[config.mk]
export PLATFORM = sky130hd
export DESIGN_NAME = rqpkt_decoder
export DESIGN_NICKNAME = d
export VERILOG_FILES = /design/src/rtl/rqpkt_decoder.sv
export SDC_FILE = /design/constraint.sdc
export NUM_CORES = 1
export LEC_CHECK = 0
export ABC_AREA = 1
export BUFFER_PORTS_ARGS = -buffer_cell sky130_fd_sc_hd__buf_4
export CAP_MARGIN = 20
export CORE_ASPECT_RATIO = 0.6
export CORE_MARGIN = 4
export CORE_UTILIZATION = 40
export DETAILED_ROUTE_END_ITERATION = 8
export PLACE_DENSITY_LB_ADDON = 0.1
export SLEW_MARGIN = 25
export SYNTH_ARGS = -nofsm -noshare
export SYNTH_HDL_FRONTEND = slang
export SYNTH_SLANG_ARGS = --single-unit
[constraint.sdc]
create_clock -name clk -period 2.3 [get_ports clk]
set_input_delay 0.46 -clock clk [delete_from_list [all_inputs] [get_ports clk]]
set_output_delay 0.46 -clock clk [all_outputs]
set_load 0.02 [all_outputs]
[src/rtl/rqpkt_decoder.sv]
module rqpkt_decoder (
  input  logic        clk,
  input  logic        rst,
  input  logic        req_valid,
  input  logic [11:0] req_bus,
  output logic        act_pulse,
  output logic [2:0]  act_bank,
  output logic [11:0] act_row,
  output logic [1:0]  act_subrow,
  output logic        col_rd,
  output logic        col_wr,
  output logic        col_wrm,
  output logic [2:0]  col_bank,
  output logic [5:0]  col_col,
  output logic [3:0]  col_sub,
  output logic [7:0]  col_mask,
  output logic        pre_pulse,
  output logic [2:0]  pre_bank,
  output logic        ref_pulse,
  output logic [2:0]  ref_op,
  output logic [7:0]  ref_addr,
  output logic        ext_pulse,
  output logic [3:0]  ext_op,
  output logic        err_opcode,
  output logic        err_collide
);

  localparam logic [3:0] OP_NOP  = 4'h0;
  localparam logic [3:0] OP_ACT  = 4'h1;
  localparam logic [3:0] OP_COL  = 4'h2;
  localparam logic [3:0] OP_ROWP = 4'h3;
  localparam logic [3:0] OP_EXT  = 4'h4;
  localparam int PRE_DEPTH = 4;
  localparam int ACT_W = 17;
  localparam int COL_W = 23;

  logic        phase;
  logic [11:0] hi_q;
  logic [23:0] word;
  logic [3:0]  op;

  assign word = {hi_q, req_bus};
  assign op   = word[23:20];

  always_ff @(posedge clk) begin
    if (rst) begin
      phase <= 1'b0;
    end else if (!phase && req_valid) begin
      phase <= 1'b1;
      hi_q  <= req_bus;
    end else begin
      phase <= 1'b0;
    end
  end

  logic is_colm, is_act, is_col, is_rowp, is_ext, is_bad;
  assign is_colm = phase && (op[3:2] == 2'b11);
  assign is_act  = phase && (op == OP_ACT);
  assign is_col  = phase && (op == OP_COL);
  assign is_rowp = phase && (op == OP_ROWP);
  assign is_ext  = phase && (op == OP_EXT);
  assign is_bad  = phase && !is_colm && (op > OP_EXT);

  // activate pipeline: position 0 drives the outputs
  logic [1:0]             av;
  logic [1:0][ACT_W-1:0]  ap;
  logic [1:0]             av_up, act_sel;
  logic [1:0][ACT_W-1:0]  ap_up;
  logic [ACT_W-1:0]       act_new;

  assign av_up   = {1'b0, av[1]};
  assign ap_up   = {{ACT_W{1'b0}}, ap[1]};
  assign act_sel = is_act ? (word[19] ? 2'b10 : 2'b01) : 2'b00;
  assign act_new = word[18:2];

  // column pipeline: payload = {kind, bank, col, sub, mask}
  logic [1:0]             cv;
  logic [1:0][COL_W-1:0]  cp;
  logic [1:0]             cv_up, col_sel;
  logic [1:0][COL_W-1:0]  cp_up;
  logic [COL_W-1:0]       col_new;

  assign cv_up   = {1'b0, cv[1]};
  assign cp_up   = {{COL_W{1'b0}}, cp[1]};
  assign col_sel = is_colm ? 2'b01 :
                   is_col  ? (word[19] ? 2'b10 : 2'b01) : 2'b00;
  assign col_new = is_colm ? {2'b11, word[21:19], word[18:13], word[12:9], word[8:1]}
                           : {(word[18] ? 2'b10 : 2'b01), word[17:15], word[14:9],
                              word[8:5], 8'h00};

  // precharge pipeline
  logic [PRE_DEPTH-1:0]       pv, pv_up, pre_sel;
  logic [PRE_DEPTH-1:0][2:0]  pb, pb_up;

  assign pv_up   = {1'b0, pv[PRE_DEPTH-1:1]};
  assign pb_up   = {3'b000, pb[PRE_DEPTH-1:1]};
  assign pre_sel = (is_rowp && word[19]) ? (PRE_DEPTH'(1) << word[18:17])
                                         : {PRE_DEPTH{1'b0}};

  logic collide;
  assign collide = |(av_up & act_sel) | |(cv_up & col_sel) | |(pv_up & pre_sel);

  always_ff @(posedge clk) begin
    if (rst) begin
      av <= '0;
      cv <= '0;
      pv <= '0;
    end else begin
      av <= av_up | act_sel;
      cv <= cv_up | col_sel;
      pv <= pv_up | pre_sel;
    end
    for (int i = 0; i < 2; i++) begin
      ap[i] <= av_up[i] ? ap_up[i] : act_new;
      cp[i] <= cv_up[i] ? cp_up[i] : col_new;
    end
    for (int i = 0; i < PRE_DEPTH; i++)
      pb[i] <= pv_up[i] ? pb_up[i] : word[16:14];
  end

  always_ff @(posedge clk) begin
    if (rst) begin
      ref_pulse   <= 1'b0;
      ext_pulse   <= 1'b0;
      err_opcode  <= 1'b0;
      err_collide <= 1'b0;
    end else begin
      ref_pulse   <= is_rowp && (word[13:11] != 3'b000);
      ext_pulse   <= is_ext && (word[19:16] != 4'h0);
      err_opcode  <= is_bad;
      err_collide <= collide;
    end
    ref_op   <= word[13:11];
    ref_addr <= word[10:3];
    ext_op   <= word[19:16];
  end

  assign act_pulse  = av[0];
  assign act_bank   = ap[0][16:14];
  assign act_row    = ap[0][13:2];
  assign act_subrow = ap[0][1:0];

  assign col_rd   = cv[0] && (cp[0][22:21] == 2'b01);
  assign col_wr   = cv[0] && (cp[0][22:21] == 2'b10);
  assign col_wrm  = cv[0] && (cp[0][22:21] == 2'b11);
  assign col_bank = cp[0][20:18];
  assign col_col  = cp[0][17:12];
  assign col_sub  = cp[0][11:8];
  assign col_mask = cp[0][7:0];

  assign pre_pulse = pv[0];
  assign pre_bank  = pb[0];

  logic unused_ok;
  assign unused_ok = (op == OP_NOP);

endmodule

-- Word level (Yosys, flattened, before mapping)
Cells that the tools add are included.
- input bits: 15
- register bits after elaboration: 132
- logic and storage cells: 74
- reduce and logical (&&, ||, !) cells: 22
- muxes and demuxes: 13
- bitwise gates (word level): 9
- equal/unequal tests: 8
- $lt $le $gt $ge: 1
- shifts and indexed selects: 1
- operators with widths (kind ; number):
    $mux 23 ; 2
    $mux 17 ; 1
    $logic_and 1x1->1 ; 14
    $mux 2 ; 5
    $mux 3 ; 3
    $eq 4x2->1 const B ; 2
    $eq 2x2->1 const B ; 3
    $and 1x2->2 ; 2
    $and 3x4->4 ; 1
    $eq 4x1->1 const B ; 1
    $eq 4x3->1 const B ; 1
    $gt 4x3->1 const B ; 1
    $mux 4 ; 1
    $or 1x2->2 ; 2
    $or 3x4->4 ; 1
    $reduce_bool 4->1 ; 1
    $reduce_or 2->1 ; 2
    $reduce_or 4->1 ; 1
    $shl 1x2->4 const A ; 1
    $reduce_bool 3->1 ; 1
    $eq 2x1->1 const B ; 1
    $logic_not 1->1 ; 2
    $or 1x1->1 ; 2
    $reduce_and 2->1 ; 1
    other kinds (2) ; 2

-- Depth between registers and ports, before layout
Gate-level depths: netlist of the first run.
- depth after elaboration: 8
- mapped depth: 9
- mapped depth without buffers: 8

-- Worst setup path after synthesis of the first run
Ideal clock, no wire load.
- path type: input -> register
- from: input rst
- to: register hi_q[0] (enable)
- path slack: 585 ps
- path buffers: 1
- arrival: 1335 ps
- stages: 4
- data required time: 1920 ps
- cell sequence: clkbuf_1 > inv_1 > nand2_1 > nor2_1
- word-level cells in the longest chain between the ends: 2
- RTL lines (what ; RTL line ; RTL):
    from (decl) ; 3 ; input logic rst,
    $not 1->1 (no line) ; - ;
    $reduce_and 2->1 (no line) ; - ;
    to (signal assigned) ; 50 ; hi_q <= req_bus;
    to (decl) ; 38 ; logic [11:0] hi_q;
Every way passes these cells.
A chain may end at the register's enable or synchronous reset.

-- Worst setup path in the final report of the first run
- from: register cp[22] (netlist name)
- to: output col_wr
- word-level cells in the longest chain between the ends: 2
- RTL lines (what ; RTL line ; RTL):
    from (decl) ; 78 ; logic [1:0][COL_W-1:0] cp;
    from (signal, indexed assignment) ; 115 ; cp[i] <= cv_up[i] ? cp_up[i] : col_new;
    $eq 2x2->1 ; 144 ; assign col_wr = cv[0] && (cp[0][22:21] == 2'b10);
    $logic_and 1x1->1 ; 144 ;
    to (decl) ; 11 ; output logic col_wr,
Every way passes these cells.

==> results.json, run 1 <==
{
  "synthSimpleGateAreaFrac_pct": 16.4,
  "finalWorstSetupSlack_ns": 0.720,
  "synth_edf_count": 12,
  "cts.reportedPaths.clkPinSlew_ns": 0.05,
  "die_h_um": 84.7,
  "period_share_pct": 68.7,
  "ys_async_sr_fraction_pct": 0,
  "wl_per_cell_um": 13.9,
  "rows": 27,
  "end_kind": "output pin",
  "die_w_um": 136,
  "detail-route-antenna-nets": 0,
  "run_status": "finished clean",
  "synthCells": 417,
  "synth_xor_area_share_pct": 0,
  "synth-seq-area-share_pct": 61.7,
  "synth_seq_cells": 115,
  "post_cts_buffers": 0,
  "synth_top_family_by_area": "simple AND/OR/NAND/NOR gates",
  "yosys_warnings": 0,
  "cp_max_fo": 2,
  "initial_utilization_pct": 42.0,
  "place_ws_ns": 0.879,
  "cts_num_sinks": 115,
  "max_freq_mhz": 633,
  "arrival_ns": 1.12,
  "grt_pass1_vias": 2532,
  "setup_viol": 0,
  "rsz0062_at_grt": "no",
  "die_area_um2": 11500,
  "via_per_inst": 4.42,
  "slew_headroom_pct": 49.5,
  "synth_area_um2": 3930,
  "io_buffers": 79,
  "maxSlewViolCount": 0,
  "setup_tns_ns": 0,
  "hp-class": "in -> reg",
  "grt_max_degree": 27,
  "startpoint_type": "flop",
  "drt_iter0_drc": 114,
  "grt_use_total_pct": 15.2,
  "syn_area_per_cell_um2": 9.42,
  "synth_top_area_share_pct": 52.5,
  "gp_congestion": 0.841,
  "finClkSkew_ns": 0.00896,
  "p_per_area_nw_per_um2": 992,
  "cts_buffers": 17,
  "p_leak_nw": 2.20,
  "synth_compound_area_share_pct": 6.60,
  "cts_root_buf": "clkbuf_16",
  "cts_max_path_buffers": 2,
  "synth_ff_type": "dfxtp_1",
  "fillers": 886,
  "cap_violations": 0,
  "critPathKind": "reg -> out",
  "htreeDepth": 4,
  "synthAdderAreaFrac_pct": 0,
  "ioPinCount": 80,
  "core-area_um2": 9360,
  "clk_latency_ns": 0.40,
  "layout_min_cycle_time_ns": 1.58,
  "area_growth_pct": 21.5,
  "grt-ovfl-total": 0,
  "drive_gt1_share_pct": 26.5,
  "timing_hold_violations_final": 0,
  "synth.distinct_cells": 27,
  "netlist_top_cells_area": "dfxtp_1 (53%), buf_4 (11%), nand2_1 (11%), edfxtp_1 (9.2%), o21ai_0 (4.1%)",
  "synth.area.mux_share_pct": 0,
  "dp_hpwl_um": 5680,
  "cp.required_ns": 1.84,
  "cts_tree": "yes",
  "wl_um": 8280,
  "n_antenna_cell": 0,
  "ir_worst_vdd_v": 0.000573,
  "grt_pass1_wl_um": 13100,
  "cts_resized": 0,
  "drc": 0,
  "dr.pass1.iters": 4,
  "vias": 2628,
  "cts_hold_buf": 0,
  "layout.nets": 467,
  "worst_pin_slew_ns": 0.753,
  "yosysTopAreaCell": "dfxtp_1",
  "antenna_found_initial": 0,
  "synth_fp_nets": 432
}
[synthesized netlist by cell type, types with 2 or more instances]
cell type,instances
a21oi_1,3
buf_4,55
o21ai_0,32
o21ai_1,8
nand4_1,2
nor2_1,17
nand3_1,6
inv_1,29
a31oi_1,3
buf_6,3
nor3_1,6
clkbuf_1,8
a311oi_1,2
nand2_1,110
nor2_2,8
edfxtp_1,12
dfxtp_1,103
[cells in the final DEF, fill, tap and decap left out, drive strengths merged]
| cell type | instances |
|---|---|
| nor3 | 7 |
| nand2 | 111 |
| inv | 30 |
| clkinv | 6 |
| nor4 | 1 |
| nor2 | 26 |
| clkbuf | 26 |
| buf | 84 |
| a21oi | 3 |
| o21a | 1 |
| dfxtp | 103 |
| a311oi | 2 |
| o21ai | 40 |
| nand4 | 2 |
| edfxtp | 12 |
| a31oi | 3 |
| nand3 | 7 |
[per-layer routing]
layer	up-vias	part of all wire [%]	track usage, %
met5	-	0	0
li1	1326	-	-
met3	14	8.9	6.47
met2	84	41	21.0
met4	0	1.4	7.14
met1	1204	49	20.4
[metrics by stage]
| stage | hold slack [ns] | total power [mW] | utilization (%) | cell area [um2] | std cells |
|---|---|---|---|---|---|
| after floorplan | 0.370 | 2.37 | - | 3930 | 417 |
| after global placement | 0.389 | 2.43 | 45.2 | 4230 | 563 |
| after detailed placement | 0.385 | 2.44 | 45.2 | 4230 | 563 |
| after CTS | 0.168 | 4.79 | 51.0 | 4770 | 594 |
| after global routing | 0.176 | 4.92 | 51.0 | 4770 | 594 |
| final | 0.184 | 4.73 | 51.0 | 4770 | 594 |
[cells by family after synthesis]
kind of cell           Yosys count
buffers and inverters           99
DFF                            115
and+or+nand+nor                154
AOI/OAI and AO/OA               49
[final timing paths]
check,startpoint,endpoint,slack (ns),cells after the start
setup / recovery,cp[22]$_DFF_P_,col_wr,0.72,3
hold / removal,req_bus[2],ap[17]$_DFF_P_,0.18,1
setup reg to reg,cv[1]$_SDFF_PP0_,col_bank[2]$_DFF_P_,0.89,3
hold reg to reg,hi_q[0]$_DFFE_PP_,ref_op[1]$_DFF_P_,0.39,0
[worst max-delay path: stages (launching register included)]
cell	delay [ns]
dfxtp_1	0.32
inv_1	0.05
nor3_1	0.18
buf_4	0.17
[flip-flops by register name, indices dropped and copies added, names as in the netlist, 2 cells and up]
name	cells
col_sub	4
ref_addr	5
act_subrow	2
pv	4
hi_q	12
ap	7
col_bank	3
act_bank	3
cp	25
av	2
pre_bank	3
act_row	12
ref_op	2
col_mask	8
pb	8
col_col	6
ext_op	2
cv	2
[cell type report]
class / count / area [um2] / area share [%]
Clock buffer: 26 / 510 / 10.7
Sequential cell: 115 / 2420 / 50.8
Tap cell: 130 / 163 / 3.41
Timing Repair Buffer: 84 / 631 / 13.2
Clock inverter: 5 / 25.0 / 0.525
Multi-Input combinational cell: 203 / 902 / 18.9
Inverter: 31 / 116 / 2.44
[power by group]
part | switching, mW | internal, mW
Clock | 0.830 | 1.51
Combinational | 0.150 | 0.0950
Sequential | 0.0347 | 2.11
Total | 1.01 | 3.72
(Power assumes the default switching activity.)
==> inputs of run 2 (changes only) <==
ABC_AREA = 0   (was 1)
clock period = 1.4 ns   (was 2.3 ns; I/O delays follow)
==> run 2 against run 1 <==
The flow now finishes with violations (negative setup slack). Synthesized area increased by 2.3%. Highest routed layer unchanged. Hold slack got worse by 0.16 ns. Clock skew decreased by 0.0044 ns. Sequential share of layout area decreased by 4.4 points. Clock-buffer cell count decreased by 4. Die area increased by 2.1%. Synthesized cell count decreased by 22%. Non-clock buffer count increased by 19.
==> results.json, run 2 <==
{
  "run_status": "complete, but fails checks",
  "violations": "negative setup slack",
  "power_mw": 8.13,
  "setup_tns_ns": -0.0251,
  "end_kind": "flop",
  "die_h_um": 85.6,
  "rr_endpoint": "ext_pulse$_SDFF_PP0_",
  "dp_hpwl_um": 5330,
  "sequentialPowerShare_pct": 43.6,
  "p_per_area_nw_per_um2": 1550,
  "detail-route-antenna-nets": 0,
  "initial_utilization_pct": 40.9,
  "grt_use_total_pct": 14.8,
  "antenna_found_initial": 0,
  "wl_um": 8640,
  "synth_area_um2": 4020,
  "layout.nets": 401,
  "grt_pass1_vias": 2399,
  "cts_num_sinks": 115,
  "synthCells": 326,
  "synth_edf_count": 12,
  "arrival_ns": 1.72,
  "setup_viol": 2,
  "synth_common_cells": "dfxtp_1 (103), buf_4 (55), mux2_2 (50)",
  "syn_area_per_cell_um2": 12.3,
  "grt_pass1_wl_um": 12800,
  "design_area_um2": 5240,
  "n_antenna_cell": 0,
  "holdPathStages": 1,
  "worst_pin_slew_ns": 0.391,
  "rows": 28,
  "synth_ff_type": "dfxtp_1",
  "hold_path_end": "ref_addr[2]$_DFF_P_",
  "slew_headroom_pct": 73.7,
  "die_area_um2": 11800,
  "synth_seq_cells": 115,
  "mostFrequentLayoutCells": "dfxtp_1 (99), buf_4 (92), mux2_2 (49)",
  "rr_worst_depth": 3,
  "gp_congestion": 0.773,
  "cts_buffers": 17,
  "p_comb_share_pct": 6.0,
  "die_w_um": 137,
  "yosysTopAreaCell": "dfxtp_1",
  "swShare_pct": 21.6,
  "grt-ovfl-total": 0,
  "clk_latency_ns": 0.40,
  "wl_per_cell_um": 16.2,
  "critPathKind": "reg -> reg",
  "ys_async_sr_fraction_pct": 0,
  "layout_commonest_cell": "dfxtp_1",
  "cts_max_path_buffers": 2,
  "ioPinCount": 80,
  "max_freq_mhz": 704,
  "layout_min_cycle_time_ns": 1.42,
  "grt_max_degree": 21,
  "synth-seq-area-share_pct": 60.3,
  "period_share_pct": 102,
  "min_from": "req_bus[5]",
  "worst_path_max_delay_cell": "edfxtp_1",
  "cts_root_buf": "clkbuf_16",
  "r2r_slack_ns": -0.02,
  "netlist_top_cells_area": "dfxtp_1 (51%), mux2_2 (14%), buf_4 (10%), edfxtp_1 (9.0%), nand2_1 (3.3%)",
  "via_per_inst": 4.52,
  "top_register": "cp",
  "hp-class": "in -> reg",
  "yosys_warnings": 0,
  "cp_max_fo": 9,
  "cts.reportedPaths.clkPinSlew_ns": 0.05,
  "drt_iter0_drc": 124,
  "largest_reg_flops": 25,
  "synth.distinct_cells": 34,
  "core-area_um2": 9810,
  "cp.required_ns": 1.70,
  "drc": 0,
  "vias": 2408,
  "placed_area_um2": 4410,
  "p_leak_nw": 2.24,
  "area_growth_pct": 30.4,
  "p_int_mw": 6.38,
  "rsz0062_at_grt": "yes",
  "maxSlewViolCount": 0,
  "io_buffers": 79,
  "critPathMaxStageDelay_ns": 0.47,
  "htreeDepth": 4,
  "finalWorstSetupSlack_ns": -0.0211,
  "timing_hold_violations_final": 0,
  "clkPwrFrac_pct": 50.5,
  "cts_tree": "yes",
  "cap_violations": 0,
  "yosysMostFrequentCell": "dfxtp_1",
  "finClkSkew_ns": 0.00455,
  "synth_fp_nets": 341,
  "crit_chain": "buf_6 > or3b_1 > nor4_2",
  "reg2reg_from": "hi_q[11]$_DFFE_PP_",
  "ir_worst_vdd_v": 0.000822,
  "p_sw_mw": 1.76,
  "startpoint_type": "flop",
  "synth_top_area_share_pct": 51.3,
  "dr.pass1.iters": 4,
  "drive_gt1_share_pct": 55.5
}
run 2: cell types whose count changed after synthesis, moves of 5 or more:
cell / delta
mux2_2: +50
inv_1: -28
o21ai_1: -7
nand2_1: -75
o21ai_0: -30
clkbuf_1: -5
nor3_1: -5
and2_4: +8
nor2_1: -5
nand2_2: +8
nor2_2: -8
nand3_1: -5
run 2: worst max-delay path by stage:
stage | start | end | slack (ns) | cells past startpoint
global route | hi_q[10]$_DFFE_PP_ | err_collide$_SDFF_PP0_ | -0.11 | 5
CTS | hi_q[11]$_DFFE_PP_ | col_mask[2]$_DFF_P_ | 0.002 | 4
global placement | hi_q[10]$_DFFE_PP_ | col_mask[2]$_DFF_P_ | 0.02 | 3
detailed placement | hi_q[11]$_DFFE_PP_ | av[1]$_SDFF_PP0_ | -0.04 | 5
floorplan | hi_q[10]$_DFFE_PP_ | col_mask[4]$_DFF_P_ | 0.07 | 4
finish | hi_q[11]$_DFFE_PP_ | ext_pulse$_SDFF_PP0_ | -0.02 | 3
run 2: cell type report:
class                      instances  area (um2)
timing repair buffer             103         818
tap                              135         169
clock buffer                      22         497
fill                             874        4570
sequential                       115        2430
inverter                           1        3.75
multi-input combinational        148        1250
clock inverter                     9        75.1
run 2: repair_timing:
item                                    CTS  global route
pin swaps                                 0            12
resized for setup                         0            30
endpoints found under the hold margin     5             0
buffers inserted                          3             4
cloned                                    0             4
hold buffers                              5             0
endpoints found under the setup margin    3            32
run 2: worst max-delay path: cells and delay by family, from the launching register on:
kind | cells | cell delay, ns
and+or+nand+nor | 2 | 0.66
buffers and inverters | 1 | 0.20
DFF | 1 | 0.47
run 2: cells by family after synthesis:
logic type,after synthesis,synth area share [%]
DFF,115,60.3
and+or+nand+nor,83,11.9
buffers and inverters,67,12.1
muxes,50,14.0
AOI/OAI and AO/OA,11,1.71
run 2: power by group through the flow:
stage                     combinational (mW)  sequential (mW)  clock [mW]
after CTS                              0.455             3.54        4.20
after detailed placement               0.434             3.61           0
final                                  0.485             3.54        4.11
after global placement                 0.432             3.60           0
after global routing                   0.519             3.56        4.36
after floorplan                        0.331             3.58           0
run 2: metal layers:
| layer | GRT usage, % | routed length (um) | up-vias |
|---|---|---|---|
| met5 | 0 | 0 | - |
| met4 | 7.43 | 146 | 0 |
| met3 | 6.68 | 630 | 17 |
| met2 | 18.8 | 3430 | 91 |
| met1 | 20.8 | 4430 | 1132 |
| li1 | - | - | 1168 |
run 2: through the flow:
stage | instances | util [%] | worst slack (ns) | hold WS [ns]
6_report | 533 | 53.4 | -0.0211 | 0.0222
5_1_grt | 533 | 53.4 | -0.108 | 0.00463
4_1_cts | 525 | 51.5 | 0.00244 | 0.000893
3_5_place_dp | 486 | 45.0 | -0.0423 | 0.419
3_3_place_gp | 486 | 45.0 | 0.0196 | 0.414
2_1_floorplan | 326 | - | 0.0719 | 0.308
